`src/rtl/ditmr_pkg.sv`:
```
package ditmr_pkg;

  typedef enum int unsigned {
    DIR_RX = 0,
    DIR_TX = 1
  } ditmr_dir_e;

  localparam int unsigned NUM_DIRS = 2;

endpackage

```
`src/rtl/ditmr_countdown.sv`:
```
// One delay timer. The delay is given in units of 2**UNIT_LOG2 clocks and
// is loaded as a single fused counter, so the expiry is exact to the cycle.
module ditmr_countdown #(
  parameter int unsigned DLY_W     = 16,
  parameter int unsigned UNIT_LOG2 = 8
) (
  input  logic             clk,
  input  logic             rst_n,
  input  logic [DLY_W-1:0] dly,
  input  logic             arm,
  input  logic             kill,
  output logic             live,
  output logic             expire
);

  localparam int unsigned CNT_W = DLY_W + UNIT_LOG2;

  logic             run_q;
  logic [CNT_W-1:0] cnt_q;
  logic             dly_on;

  assign dly_on = (dly != '0);
  assign live   = run_q && dly_on;
  assign expire = live && (cnt_q == CNT_W'(1));

  // Priority: a zero delay disarms; then a new arm; then a cancel; then count.
  always_ff @(posedge clk) begin
    if (!rst_n) begin
      run_q <= 1'b0;
      cnt_q <= '0;
    end else if (!dly_on) begin
      run_q <= 1'b0;
    end else if (arm) begin
      run_q <= 1'b1;
      cnt_q <= CNT_W'(dly) << UNIT_LOG2;
    end else if (kill) begin
      run_q <= 1'b0;
    end else if (run_q) begin
      if (cnt_q == CNT_W'(1)) begin
        run_q <= 1'b0;
      end else begin
        cnt_q <= cnt_q - CNT_W'(1);
      end
    end
  end

endmodule

```
`src/rtl/ditmr_lane.sv`:
```
// One direction: a restartable packet timer plus a non-restartable
// absolute timer, merged into a single registered cause pulse.
module ditmr_lane #(
  parameter int unsigned DLY_W     = 16,
  parameter int unsigned UNIT_LOG2 = 8
) (
  input  logic             clk,
  input  logic             rst_n,
  input  logic             done,
  input  logic             post_now,
  input  logic [DLY_W-1:0] pkt_dly,
  input  logic [DLY_W-1:0] abs_dly,
  output logic             cause
);

  logic pkt_on, abs_on;
  logic pkt_live, pkt_exp;
  logic abs_live, abs_exp;
  logic flush, fire;
  logic arm_pkt, arm_abs;
  logic cause_q;

  assign pkt_on = (pkt_dly != '0);
  assign abs_on = (abs_dly != '0);

  assign flush = post_now && (pkt_live || abs_live);
  assign fire  = pkt_exp || abs_exp || flush || (done && !pkt_on);

  assign arm_pkt = done && pkt_on;
  assign arm_abs = done && pkt_on && abs_on && (!abs_live || fire);

  ditmr_countdown #(
    .DLY_W     (DLY_W),
    .UNIT_LOG2 (UNIT_LOG2)
  ) u_pkt (
    .clk    (clk),
    .rst_n  (rst_n),
    .dly    (pkt_dly),
    .arm    (arm_pkt),
    .kill   (fire),
    .live   (pkt_live),
    .expire (pkt_exp)
  );

  ditmr_countdown #(
    .DLY_W     (DLY_W),
    .UNIT_LOG2 (UNIT_LOG2)
  ) u_abs (
    .clk    (clk),
    .rst_n  (rst_n),
    .dly    (abs_dly),
    .arm    (arm_abs),
    .kill   (fire),
    .live   (abs_live),
    .expire (abs_exp)
  );

  always_ff @(posedge clk) begin
    if (!rst_n) begin
      cause_q <= 1'b0;
    end else begin
      cause_q <= fire;
    end
  end

  assign cause = cause_q;

endmodule

```
`src/rtl/ditmr_top.sv`:
```
module ditmr_top #(
  parameter int unsigned DLY_W     = 16,
  parameter int unsigned UNIT_LOG2 = 8
) (
  input  logic             clk,
  input  logic             rst_n,
  input  logic [DLY_W-1:0] rx_pkt_delay,
  input  logic [DLY_W-1:0] rx_abs_delay,
  input  logic [DLY_W-1:0] tx_pkt_delay,
  input  logic [DLY_W-1:0] tx_abs_delay,
  input  logic             rx_done,
  input  logic             tx_done,
  input  logic             post_now,
  output logic             rx_cause,
  output logic             tx_cause
);

  import ditmr_pkg::*;

  logic [DLY_W-1:0] pkt_v   [NUM_DIRS];
  logic [DLY_W-1:0] abs_v   [NUM_DIRS];
  logic             done_v  [NUM_DIRS];
  logic             cause_v [NUM_DIRS];

  assign pkt_v[DIR_RX]  = rx_pkt_delay;
  assign pkt_v[DIR_TX]  = tx_pkt_delay;
  assign abs_v[DIR_RX]  = rx_abs_delay;
  assign abs_v[DIR_TX]  = tx_abs_delay;
  assign done_v[DIR_RX] = rx_done;
  assign done_v[DIR_TX] = tx_done;

  for (genvar g = 0; g < NUM_DIRS; g++) begin : g_lane
    ditmr_lane #(
      .DLY_W     (DLY_W),
      .UNIT_LOG2 (UNIT_LOG2)
    ) u_lane (
      .clk      (clk),
      .rst_n    (rst_n),
      .done     (done_v[g]),
      .post_now (post_now),
      .pkt_dly  (pkt_v[g]),
      .abs_dly  (abs_v[g]),
      .cause    (cause_v[g])
    );
  end

  assign rx_cause = cause_v[DIR_RX];
  assign tx_cause = cause_v[DIR_TX];

endmodule

```
`config.mk`:
```
export PLATFORM = sky130hd
export DESIGN_NAME = ditmr_top
export DESIGN_NICKNAME = d
export VERILOG_FILES = /design/src/rtl/ditmr_pkg.sv /design/src/rtl/ditmr_countdown.sv /design/src/rtl/ditmr_lane.sv /design/src/rtl/ditmr_top.sv
export SDC_FILE = /design/constraint.sdc
export NUM_CORES = 1
export LEC_CHECK = 0
export BUFFER_PORTS_ARGS = -buffer_cell sky130_fd_sc_hd__buf_2
export CAP_MARGIN = 5
export CORE_ASPECT_RATIO = 0.6
export CORE_MARGIN = 5
export CORE_UTILIZATION = 35
export DETAILED_ROUTE_END_ITERATION = 10
export PLACE_DENSITY = 0.56
export SLEW_MARGIN = 20
export SYNTH_ARGS = -nofsm -noshare
export SYNTH_HDL_FRONTEND = slang
export SYNTH_SLANG_ARGS = --single-unit
export TNS_END_PERCENT = 1
```
`constraint.sdc`:
```
create_clock -name clk -period 6.5 [get_ports clk]
set_clock_uncertainty 0.1 [all_clocks]
set_input_delay 0.65 -clock clk [delete_from_list [all_inputs] [get_ports clk]]
set_output_delay 0.65 -clock clk [all_outputs]
set_load 0.02 [all_outputs]
```
# After elaboration in Yosys (flattened, before gate mapping)
# Index checks and enable logic that the tools add are counted.
# word_totals
reg_bits,102
inputBits,69
output_inout_bits,2
elab_cells,106
# op_classes
addsub,4
n_eq_ne,12
n_mux,32
reduce_logical,48
# op_table
operator,count
$mux W24,16
$eq A24 B1 Y1 const B,4
$sub A24 B1 Y24 const B,4
$reduce_bool A16 Y1,4
$logic_and A1 B1 Y1,18
$mux W1,16
$reduce_and A4 Y1,4
$logic_or A1 B1 Y1,10
$ne A2 B1 Y1 const B,4
$ne A2 B2 Y1 const B,4
$reduce_and A2 Y1,4
$reduce_bool A2 Y1,4
$logic_not A1 Y1,4

# Logic depth before layout (Yosys ltp)
# Gate-level depths: netlist of run 1.
# depth
word_depth,10
mapped_depth,9
depth_no_buf,9

# Cells and area by module
# From an unflattened synthesis of run 1, not the netlist that was laid out.
# unflattened
hier_cells,946
area_unflattened_um2,7269.5
# modules_own_cells
module,n_inst,cells_each,area_each_um2
ditmr_countdown at g_lane[0].u_lane.u_abs ...,2,226,1766.7
ditmr_countdown at g_lane[1].u_lane.u_abs ...,2,226,1725.4
ditmr_lane,2,21,142.6

# Worst setup path after synthesis of run 1
# OpenSTA, ideal clock, no wires.
# synth_timing
path_type,input port to flip-flop
startpoint,input port tx_pkt_delay[9]
endpoint,register g_lane[1].u_lane.u_abs.cnt_q[6]
setup_ps,70
t_arrival_ps,2842
slack_ps,3488
path_stages,7
n_path_buf,0
path_cell_list,nor4_1 -> nand4_1 -> mux2_2 -> a2111oi_2 -> nor2_1 -> or4_1 -> a21oi_1
# synth_between
elab_chain_len,10
word_cells_on_any_way,19
cone_classes,eq/ne (2); mux (1); reduce/logical (16)
# synth_lines
element,line_no,text
"start, declared",ditmr_top.sv:9,"input logic [DLY_W-1:0] tx_pkt_delay,"
$reduce_bool A16 Y1 (*),"ditmr_countdown.sv:22, ditmr_lane.sv:23",
$logic_and A1 B1 Y1,ditmr_countdown.sv:23,assign live = run_q && dly_on;
$logic_and A1 B1 Y1 / $logic_or A1 B1 Y1 (equally long branches),"ditmr_countdown.sv:24, ditmr_lane.sv:26",
$logic_or A1 B1 Y1 / $logic_and A1 B1 Y1 (equally long branches),"ditmr_lane.sv:27, ditmr_lane.sv:26",
$logic_or A1 B1 Y1 (2 in series),ditmr_lane.sv:27,assign fire = pkt_exp || abs_exp || flush || (done && !pkt_on);
$logic_or A1 B1 Y1,ditmr_lane.sv:30,assign arm_abs = done && pkt_on && abs_on && (!abs_live || fire);
$logic_and A1 B1 Y1,ditmr_lane.sv:30,
"$ne A2 B2 Y1 (no source line), or another cell as far along",--,
$reduce_and A4 Y1 (no source line),--,
"end signal, assigned",ditmr_countdown.sv:35,cnt_q <= CNT_W'(dly) << UNIT_LOG2;
"end signal, assigned",ditmr_countdown.sv:42,cnt_q <= cnt_q - CNT_W'(1);
"end, declared",ditmr_countdown.sv:19,logic [CNT_W-1:0] cnt_q;
# Mark *: on every way between the ends. The rest lies on a longest branch, timed or not.
# A chain may end at the register's enable or synchronous reset.

# Worst setup path in the final report of run 1
# Ends and elaborated chain as after synthesis.

==> results of run 1 <==
-- worst max-delay path by stage --
stage                                                  startpoint                                      endpoint  slack (ps)
floorplan                                         tx_pkt_delay[9]  g_lane[1].u_lane.u_abs.cnt_q[6]$_SDFFE_PN0P_        3490
global placement                                  tx_pkt_delay[1]  g_lane[1].u_lane.u_abs.cnt_q[6]$_SDFFE_PN0P_        2440
detailed placement                                tx_pkt_delay[1]  g_lane[1].u_lane.u_abs.cnt_q[6]$_SDFFE_PN0P_        2420
CTS                 g_lane[1].u_lane.u_abs.cnt_q[19]$_SDFFE_PN0P_  g_lane[1].u_lane.u_abs.cnt_q[9]$_SDFFE_PN0P_        2730
global route                                      tx_pkt_delay[9]  g_lane[1].u_lane.u_abs.cnt_q[6]$_SDFFE_PN0P_        2390
finish                                            tx_pkt_delay[9]  g_lane[1].u_lane.u_abs.cnt_q[6]$_SDFFE_PN0P_        2660
-- area by class of cell --
type                            count  area [um^2]  share of cell area (%)
Sequential cell                   102         2040                    29.4
Tap cell                          234          293                    4.21
Inverter                           17         63.8                   0.918
Timing Repair Buffer               77          403                    5.80
Multi-Input combinational cell    624         3870                    55.7
Clock inverter                      5         32.5                   0.468
Clock buffer                       11          243                    3.49
-- worst max-delay path, stage by stage --
cell and delay, ps:
sky130_fd_sc_hd__buf_2 110, sky130_fd_sc_hd__nor4_1 510, sky130_fd_sc_hd__nand4_1 370, sky130_fd_sc_hd__mux2_2 410, sky130_fd_sc_hd__a2111oi_2 790, sky130_fd_sc_hd__nor2_1 470
sky130_fd_sc_hd__or4_1 570, sky130_fd_sc_hd__a21oi_1 150
-- power by group through the flow --
stage	Combinational [mW]	Sequential (mW)	Clock [mW]
finish	0.410	0.721	0.523
global route	0.457	0.729	0.567
CTS	0.404	0.719	0.538
detailed placement	0.402	0.733	0
global placement	0.404	0.734	0
floorplan	0.303	0.720	0
-- routing by layer --
layer	share of wire (%)	track usage, %	up-vias
met4	0.52	2.80	0
met1	54	30.0	2893
met2	39	25.2	212
li1	-	-	3073
met5	0	0	-
met3	6.6	3.92	8
-- flip-flops by register name, indices dropped and copies added (netlist names) --
signal,count
g_lane.u_lane.u_abs.run_q,2
g_lane.u_lane.cause,2
g_lane.u_lane.u_pkt.run_q,2
g_lane.u_lane.u_pkt.cnt_q,48
g_lane.u_lane.u_abs.cnt_q,48
-- cells in the final DEF, fill, tap and decap left out, types with 4 or more instances in the layout --
cell / instances
sky130_fd_sc_hd__a21oi_1: 56
sky130_fd_sc_hd__o21a_1: 4
sky130_fd_sc_hd__dfxtp_1: 102
sky130_fd_sc_hd__or2_2: 8
sky130_fd_sc_hd__a311oi_1: 6
sky130_fd_sc_hd__nand4_1: 13
sky130_fd_sc_hd__o311ai_0: 7
sky130_fd_sc_hd__mux2i_1: 5
sky130_fd_sc_hd__a22o_1: 5
sky130_fd_sc_hd__buf_4: 7
sky130_fd_sc_hd__nor2_1: 79
sky130_fd_sc_hd__buf_2: 70
sky130_fd_sc_hd__clkbuf_16: 9
sky130_fd_sc_hd__nand2_1: 78
sky130_fd_sc_hd__o22ai_1: 8
sky130_fd_sc_hd__ha_1: 8
sky130_fd_sc_hd__xor2_1: 29
sky130_fd_sc_hd__and3_1: 10
sky130_fd_sc_hd__nor4_1: 46
sky130_fd_sc_hd__o31a_1: 5
sky130_fd_sc_hd__nand2b_1: 4
sky130_fd_sc_hd__o211ai_1: 10
sky130_fd_sc_hd__and2_1: 7
sky130_fd_sc_hd__o21ai_0: 18
sky130_fd_sc_hd__nand3_1: 32
sky130_fd_sc_hd__or4_1: 11
sky130_fd_sc_hd__a31oi_1: 16
sky130_fd_sc_hd__or3_1: 21
sky130_fd_sc_hd__xnor2_1: 12
sky130_fd_sc_hd__a22oi_1: 14
sky130_fd_sc_hd__inv_1: 16
sky130_fd_sc_hd__a211oi_1: 9
sky130_fd_sc_hd__nor3_1: 36
-- cells by family after synthesis --
group                    after synthesis  share of synthesized area (%)
XOR/XNOR                              41                           5.83
AND/OR/NAND/NOR                      373                           31.5
flip-flops                           102                           33.2
multiplexers                           8                           1.36
AO/OA/AOI/OAI                        194                           22.3
buffers and inverters                 55                           4.18
adder cells (fa/ha/maj)                8                           1.63
-- through the flow --
stage / setup slack [ps] / total power, mW / area (um^2) / utilization [%] / hold WS, ps
detailed placement: 2420 / 1.13 / 6670 / 38.7 / 346
finish: 2660 / 1.65 / 6950 / 40.3 / 357
global route: 2390 / 1.75 / 6950 / 40.3 / 391
floorplan: 3490 / 1.02 / 6160 / - / 330
global placement: 2440 / 1.14 / 6670 / 38.7 / 345
CTS: 2730 / 1.66 / 6950 / 40.3 / 356
==> impl_metrics.sql, run 1 <==
INSERT INTO impl_metrics (metric_group, metric, value, unit) VALUES
('die', 'core.rowCount', '37', ''),
('pwr', 'power.share.switching', '33.3', '%'),
('sta', 'achievable-frequency', '260', 'MHz'),
('sta', 'totalNegativeSetupSlack', '0', 'ps'),
('critical_path', 'critPathLaunchType', 'input pin', ''),
('critical_path', 'timing.reg2reg.setup_slack', '2690', 'ps'),
('min_path', 'holdPathEnd', 'g_lane[1].u_lane.u_abs.cnt_q[21]$_SDFFE_PN0P_', ''),
('pwr', 'p_int', '1.10', 'mW'),
('pwr', 'part_of_the_power_in_the_clock_network', '31.6', '%'),
('global_route', 'via_count_of_the_first_global_routing_pass', '5720', ''),
('min_path', 'tightest_hold_check_type', 'flip-flop to flip-flop', ''),
('run_status', 'status', 'finished, final reports clean', ''),
('sta', 'finalCritPeriodShare', '59.2', '%'),
('global_route', 'overflow', '0', ''),
('logic_synthesis', 'ys.flop_type', 'sky130_fd_sc_hd__dfxtp_1', ''),
('logic_synthesis', 'synthDominantCellAreaShare', '33.2', '%'),
('logic_synthesis', 'netlist.top_cell.by_area', 'sky130_fd_sc_hd__dfxtp_1', ''),
('drt', 'drt_wl_total', '19.0', 'mm'),
('place', 'dpl.cell_count', '1054', ''),
('logic_synthesis', 'synthesis.yosys.warnings', '0', ''),
('die', 'fp.dieW', '181', 'um'),
('drt', 'drtPass1Iterations', '5', ''),
('cells_and_area', 'area.growth.synth_to_final', '12.8', '%'),
('critical_path', 'crit-reg2reg-capture', 'g_lane[1].u_lane.u_abs.cnt_q[9]$_SDFFE_PN0P_', ''),
('global_route', 'grt_util_overall', '18.6', '%'),
('die', 'starting_utilization_of_the_core_area', '35.8', '%'),
('clock_network', 'clockBufferDepth', '2', ''),
('sta', 'worst-slew-pin-transition', '976', 'ps'),
('logic_synthesis', 'async_flop_share', '0', '%'),
('sta', 'final_period_minus_worst_setup_slack', '3840', 'ps'),
('sta', 'pins_over_slew_limit', '0', ''),
('clock_network', 'cts.clk_slew.worst_paths', '80', 'ps'),
('logic_synthesis', 'synthTopCellsByArea', 'sky130_fd_sc_hd__dfxtp_1 33%, sky130_fd_sc_hd__nor2_1 4.8%, sky130_fd_sc_hd__nand2_1 4.8%', ''),
('critical_path', 'critPathMaxFanout', '14', ''),
('pwr', 'total_switching_power', '0.551', 'mW'),
('die', 'chipHeight', '113', 'um'),
('critical_path', 'cp-end-kind', 'flip-flop', ''),
('die', 'die_area', '0.0204', 'mm^2'),
('place', 'hpwl', '13.7', 'mm'),
('drt', 'antenna_violating_nets_left', '0', ''),
('logic_synthesis', 'synthesis.instances', '781', ''),
('min_path', 'hold-path-cell-count', '2', ''),
('critical_path', 'worst-endpoint-arrival', '4020', 'ps'),
('logic_synthesis', 'synth.top_cells.by_count', '102 x sky130_fd_sc_hd__dfxtp_1, 79 x sky130_fd_sc_hd__nor2_1, 78 x sky130_fd_sc_hd__nand2_1', ''),
('pwr', 'powerDensity', '238', 'mW/mm^2'),
('cells_and_area', 'antenna-diode-count', '0', ''),
('die', 'core_area', '0.0172', 'mm^2'),
('clock_network', 'clockRootBuffer', 'sky130_fd_sc_hd__clkbuf_16', ''),
('clock_network', 'tritoncts', 'built', ''),
('cells_and_area', 'final_cell_count_no_fill', '1070', ''),
('logic_synthesis', 'synth_most_common_cell', 'sky130_fd_sc_hd__dfxtp_1', ''),
('place', 'io_buffers', '70', ''),
('critical_path', 'critical_path_class', 'input pin to flip-flop', ''),
('pwr', 'power.ir.vdd_worst', '0.129', 'mV'),
('clock_network', 'post_cts_resized', '0', ''),
('pwr', 'power_frac_seq', '43.6', '%'),
('logic_synthesis', 'distinct_cell_type_count_after_synthesis', '81', ''),
('logic_synthesis', 'ys_seq_area_share', '33.2', '%'),
('cells_and_area', 'layout.filler_cells', '1840', ''),
('logic_synthesis', 'mappedNetlistArea', '0.00616', 'mm^2'),
('drt', 'drt-initial-drc-count', '655', ''),
('clock_network', 'total_setup_buffers_inserted_after_cts', '0', ''),
('clock_network', 'clock_sink_total', '102', ''),
('critical_path', 'rr_startpoint', 'g_lane[1].u_lane.u_abs.cnt_q[19]$_SDFFE_PN0P_', ''),
('global_route', 'maximum_number_of_pins_on_one_net_before_global_route_repair', '35', ''),
('pwr', 'comb_power_share', '24.8', '%'),
('place', 'gpl.final_weighted_congestion', '0.833', ''),
('sta', 'timing_hold_violations_final', '0', ''),
('logic_synthesis', 'mapped_nets', '858', ''),
('min_path', 'worstHoldStart', 'g_lane[1].u_lane.u_abs.cnt_q[21]$_SDFFE_PN0P_', ''),
('sta', 'grt_setup_unrepaired', 'no', '');
Note: power is estimated with default switching activity, not from simulation.
==> run 2, diff against run 1 <==
--- a/config.mk
+++ b/config.mk
@@ -5,13 +5,14 @@
 export SDC_FILE = /design/constraint.sdc
 export NUM_CORES = 1
 export LEC_CHECK = 0
+export ABC_AREA = 1
 export BUFFER_PORTS_ARGS = -buffer_cell sky130_fd_sc_hd__buf_2
 export CAP_MARGIN = 5
 export CORE_ASPECT_RATIO = 0.6
 export CORE_MARGIN = 5
 export CORE_UTILIZATION = 35
 export DETAILED_ROUTE_END_ITERATION = 10
-export PLACE_DENSITY = 0.56
+export PLACE_DENSITY = 0.58
 export SLEW_MARGIN = 20
 export SYNTH_ARGS = -nofsm -noshare
 export SYNTH_HDL_FRONTEND = slang
==> constraint.sdc (replaced) <==
create_clock -name clk -period 3.5 [get_ports clk]
set_clock_uncertainty 0.1 [all_clocks]
set_input_delay 0.35 -clock clk [delete_from_list [all_inputs] [get_ports clk]]
set_output_delay 0.35 -clock clk [all_outputs]
set_load 0.02 [all_outputs]
==> impl_metrics.sql, run 2 <==
INSERT INTO impl_metrics (metric_group, metric, value, unit) VALUES
('run_status', 'status', 'finished, final reports clean', ''),
('die', 'fp.dieW', '198', 'um'),
('global_route', 'grt_pass1_wl', '32.3', 'mm'),
('critical_path', 'crit_path_start', 'g_lane[0].u_lane.u_pkt.cnt_q[10]$_SDFFE_PN0P_', ''),
('critical_path', 'cp_cell_sequence', 'nor2_1, nand2_1, nor2_1, nand2_1, inv_1, nand2_1, nand2_1, nand2_2, nand4_2, buf_4, nand2_1, o21ai_0, nor2_1', ''),
('drt', 'met2_wirelength', '7.59', 'mm'),
('logic_synthesis', 'post_synth_mux_area_share', '0.152', '%'),
('cells_and_area', 'antenna-diode-count', '0', ''),
('clock_network', 'clock_sink_total', '102', ''),
('drt', 'routed-via-count', '7240', ''),
('place', 'placement_stage_cell_area', '0.00794', 'mm^2'),
('sta', 'slew_headroom', '42.6', '%'),
('sta', 'timing_hold_violations_final', '0', ''),
('clock_network', 'clock_latency_on_the_worst_skew_pair', '350', 'ps'),
('logic_synthesis', 'synth.top_cells.by_count', '255 x sky130_fd_sc_hd__nand2_1, 177 x sky130_fd_sc_hd__nor2_1, 158 x sky130_fd_sc_hd__inv_1', ''),
('logic_synthesis', 'post_synth_xor_area_fraction', '7.43', '%'),
('clock_network', 'numCtsBuffers', '9', ''),
('logic_synthesis', 'synthTopCellsByArea', 'sky130_fd_sc_hd__dfxtp_1 27%, sky130_fd_sc_hd__nand2_1 13%, sky130_fd_sc_hd__nand3_1 9.4%', ''),
('cells_and_area', 'area.growth.synth_to_final', '10.8', '%'),
('clock_network', 'total_setup_buffers_inserted_after_cts', '0', ''),
('critical_path', 'worst-endpoint-arrival', '2730', 'ps'),
('die', 'core.rowCount', '41', ''),
('logic_synthesis', 'mappedNetlistArea', '0.00743', 'mm^2'),
('critical_path', 'worst_path_max_delay_cell', 'sky130_fd_sc_hd__nand2_1', ''),
('drt', 'avgRoutedWirePerCell', '12.6', 'um'),
('cells_and_area', 'final_area', '0.00824', 'mm^2'),
('logic_synthesis', 'synthesis.instances', '1202', ''),
('place', 'io_buffers', '70', ''),
('logic_synthesis', 'number_of_enable_flip_flop_cells_after_synthesis', '0', ''),
('cells_and_area', 'share_of_layout_cells_above_drive_strength_1', '12.9', '%'),
('drt', 'drt_wl_total', '19.2', 'mm'),
('cells_and_area', 'biggestRegsByFlops', 'g_lane.u_lane.u_abs.cnt_q: 48 flops, g_lane.u_lane.u_pkt.cnt_q: 48 flops', ''),
('clock_network', 'postCtsHoldBufs', '0', ''),
('sta', 'worst-slew-pin-transition', '861', 'ps'),
('logic_synthesis', 'synthDominantCellAreaShare', '27.5', '%'),
('drt', 'remaining_drc_errors', '0', ''),
('logic_synthesis', 'synthesis.yosys.warnings', '0', ''),
('sta', 'finalCritPeriodShare', '74.1', '%'),
('logic_synthesis', 'postSynthAreaPerCell', '6.18', 'um^2'),
('global_route', 'maximum_number_of_pins_on_one_net_before_global_route_repair', '53', ''),
('die', 'die_area', '0.0243', 'mm^2'),
('critical_path', 'cp_slowest_stage_delay', '470', 'ps'),
('run', 'max-cap-violations', '0', ''),
('clock_network', 'post_cts_resized', '0', ''),
('logic_synthesis', 'mapped_nets', '1279', ''),
('critical_path', 'critPathMaxFanout', '27', ''),
('min_path', 'worstHoldStart', 'rx_done', ''),
('sta', 'pins_over_slew_limit', '0', ''),
('drt', 'drtPass1Iterations', '5', ''),
('clock_network', 'clockBufferDepth', '2', ''),
('sta', 'achievable-frequency', '385', 'MHz'),
('critical_path', 'critical_path_class', 'flip-flop to flip-flop', ''),
('pwr', 'power.leakage', '4.07', 'nW'),
('logic_synthesis', 'synth_simple_gate_area_share', '41.1', '%'),
('sta', 'grt_setup_unrepaired', 'no', ''),
('die', 'core_area', '0.0209', 'mm^2'),
('clock_network', 'tritoncts', 'built', ''),
('critical_path', 'cp-end-kind', 'flip-flop', ''),
('sta', 'totalNegativeSetupSlack', '0', 'ps'),
('global_route', 'overflow', '0', ''),
('drt', 'met3_length', '825', 'um'),
('pwr', 'power.ir.vdd_worst', '0.233', 'mV'),
('global_route', 'antenna_found_initial', '1', ''),
('global_route', 'via_count_of_the_first_global_routing_pass', '6591', ''),
('drt', 'route.detailed.vias_per_inst', '4.73', ''),
('drt', 'drt-initial-drc-count', '432', ''),
('logic_synthesis', 'netlist.top_cell.by_area', 'sky130_fd_sc_hd__dfxtp_1', ''),
('clock_network', 'clockRootBuffer', 'sky130_fd_sc_hd__clkbuf_16', ''),
('logic_synthesis', 'distinct_cell_type_count_after_synthesis', '44', ''),
('logic_synthesis', 'synth_fa_ha_area_share', '1.35', '%'),
('logic_synthesis', 'synth-compound-area-share', '10.7', '%'),
('place', 'hpwl', '14.1', 'mm'),
('logic_synthesis', 'synth_most_common_cell', 'sky130_fd_sc_hd__nand2_1', ''),
('critical_path', 'crit_required', '3640', 'ps'),
('clock_network', 'h-tree-depth', '3', ''),
('sta', 'hold_slack', '227', 'ps'),
('drt', 'antenna_violating_nets_left', '0', ''),
('logic_synthesis', 'ys_seq_elements', '102', ''),
('place', 'gpl.final_weighted_congestion', '0.825', ''),
('logic_synthesis', 'async_flop_share', '0', '%'),
('critical_path', 'rr_startpoint', 'g_lane[0].u_lane.u_pkt.cnt_q[10]$_SDFFE_PN0P_', ''),
('min_path', 'tightest_hold_check_type', 'input pin to flip-flop', ''),
('drt', 'highest-signal-layer', 'met5', ''),
('logic_synthesis', 'ys_seq_area_share', '27.5', '%'),
('die', 'chipHeight', '123', 'um'),
('logic_synthesis', 'main_combinational_cell_family_by_area_after_synthesis', 'simple AND/OR/NAND/NOR gates', ''),
('critical_path', 'critPathLaunchType', 'flip-flop', ''),
('sta', 'final_period_minus_worst_setup_slack', '2590', 'ps'),
('cells_and_area', 'num-nets-final', '1323', ''),
('logic_synthesis', 'ys.flop_type', 'sky130_fd_sc_hd__dfxtp_1', ''),
('pwr', 'powerDensity', '431', 'mW/mm^2'),
('die', 'starting_utilization_of_the_core_area', '35.5', '%'),
('sta', 'finalSetupViolations', '0', ''),
('clock_network', 'cts.clk_slew.worst_paths', '70', 'ps'),
('cells_and_area', 'mostFrequentLayoutCell', 'sky130_fd_sc_hd__nand2_1', ''),
('cells_and_area', 'most-common-layout-cells', '255 x sky130_fd_sc_hd__nand2_1, 177 x sky130_fd_sc_hd__nor2_1, 158 x sky130_fd_sc_hd__inv_1, 139 x sky130_fd_sc_hd__nand3_1, 102 x sky130_fd_sc_hd__dfxtp_1', ''),
('die', 'floorplan.io_pins', '71', ''),
('critical_path', 'crit_path_frequent_cell', 'sky130_fd_sc_hd__nand2_1', ''),
('global_route', 'grt_util_overall', '16.0', '%'),
('drt', 'detail_route.wirelength.met1', '10.7', 'mm');
[run 2: logic make-up (layout without fill, tap and decap cells)]
kind of cell | count (synthesis) | after routing
multiplexers | 1 | 1
AND/OR/NAND/NOR | 673 | 673
AO/OA/AOI/OAI | 145 | 145
adder cells (fa/ha/maj) | 8 | 8
XOR/XNOR | 63 | 63
flip-flops | 102 | 102
buffers and inverters | 210 | 259
[run 2: per-stage QoR]
step | total power, mW | setup WS [ps] | utilization (%) | instances
floorplan | 2.28 | 1680 | - | 1202
global placement | 2.53 | 902 | 37.9 | 1514
detailed placement | 2.52 | 841 | 37.9 | 1514
CTS | 3.59 | 898 | 39.4 | 1530
global route | 3.82 | 641 | 39.4 | 1530
finish | 3.55 | 905 | 39.4 | 1530
[run 2: final timing paths]
path / cells after the start / endpoint / slack [ps]
setup / recovery: 13 / g_lane[0].u_lane.u_pkt.cnt_q[8]$_SDFFE_PN0P_ / 910
hold / removal: 3 / g_lane[0].u_lane.u_pkt.cnt_q[10]$_SDFFE_PN0P_ / 230
setup reg to reg: 13 / g_lane[0].u_lane.u_pkt.cnt_q[8]$_SDFFE_PN0P_ / 910
hold reg to reg: 2 / g_lane[1].u_lane.u_pkt.cnt_q[0]$_SDFFE_PN0P_ / 380
[run 2: area by class of cell]
cell class                 count  area [um^2]
timing repair buffer          80          425
clock inverter                 5         58.8
multi-input combinational    890         4510
tap                          279          349
sequential                   102         2040
fill                        2297        12700
inverter                     163          612
clock buffer                  11          243
[run 2: worst max-delay path: cells and delay by family, from the launching register on]
family	cells	cell delay, ps
compound gates	1	320
buf+inv	2	380
flops	1	350
simple gates	10	1320
[run 2: power breakdown]
group	total (mW)	switching [mW]	internal, mW
sequential	1.38	0.113	1.27
combinational	1.13	0.711	0.415
clock	1.04	0.466	0.575
total	3.55	1.29	2.26
[run 2: layer usage]
metal	GRT usage, %	vias to the layer above
li1	-	3895
met1	24.9	3206
met2	22.8	125
met3	3.43	12
met4	2.49	2
met5	0	-
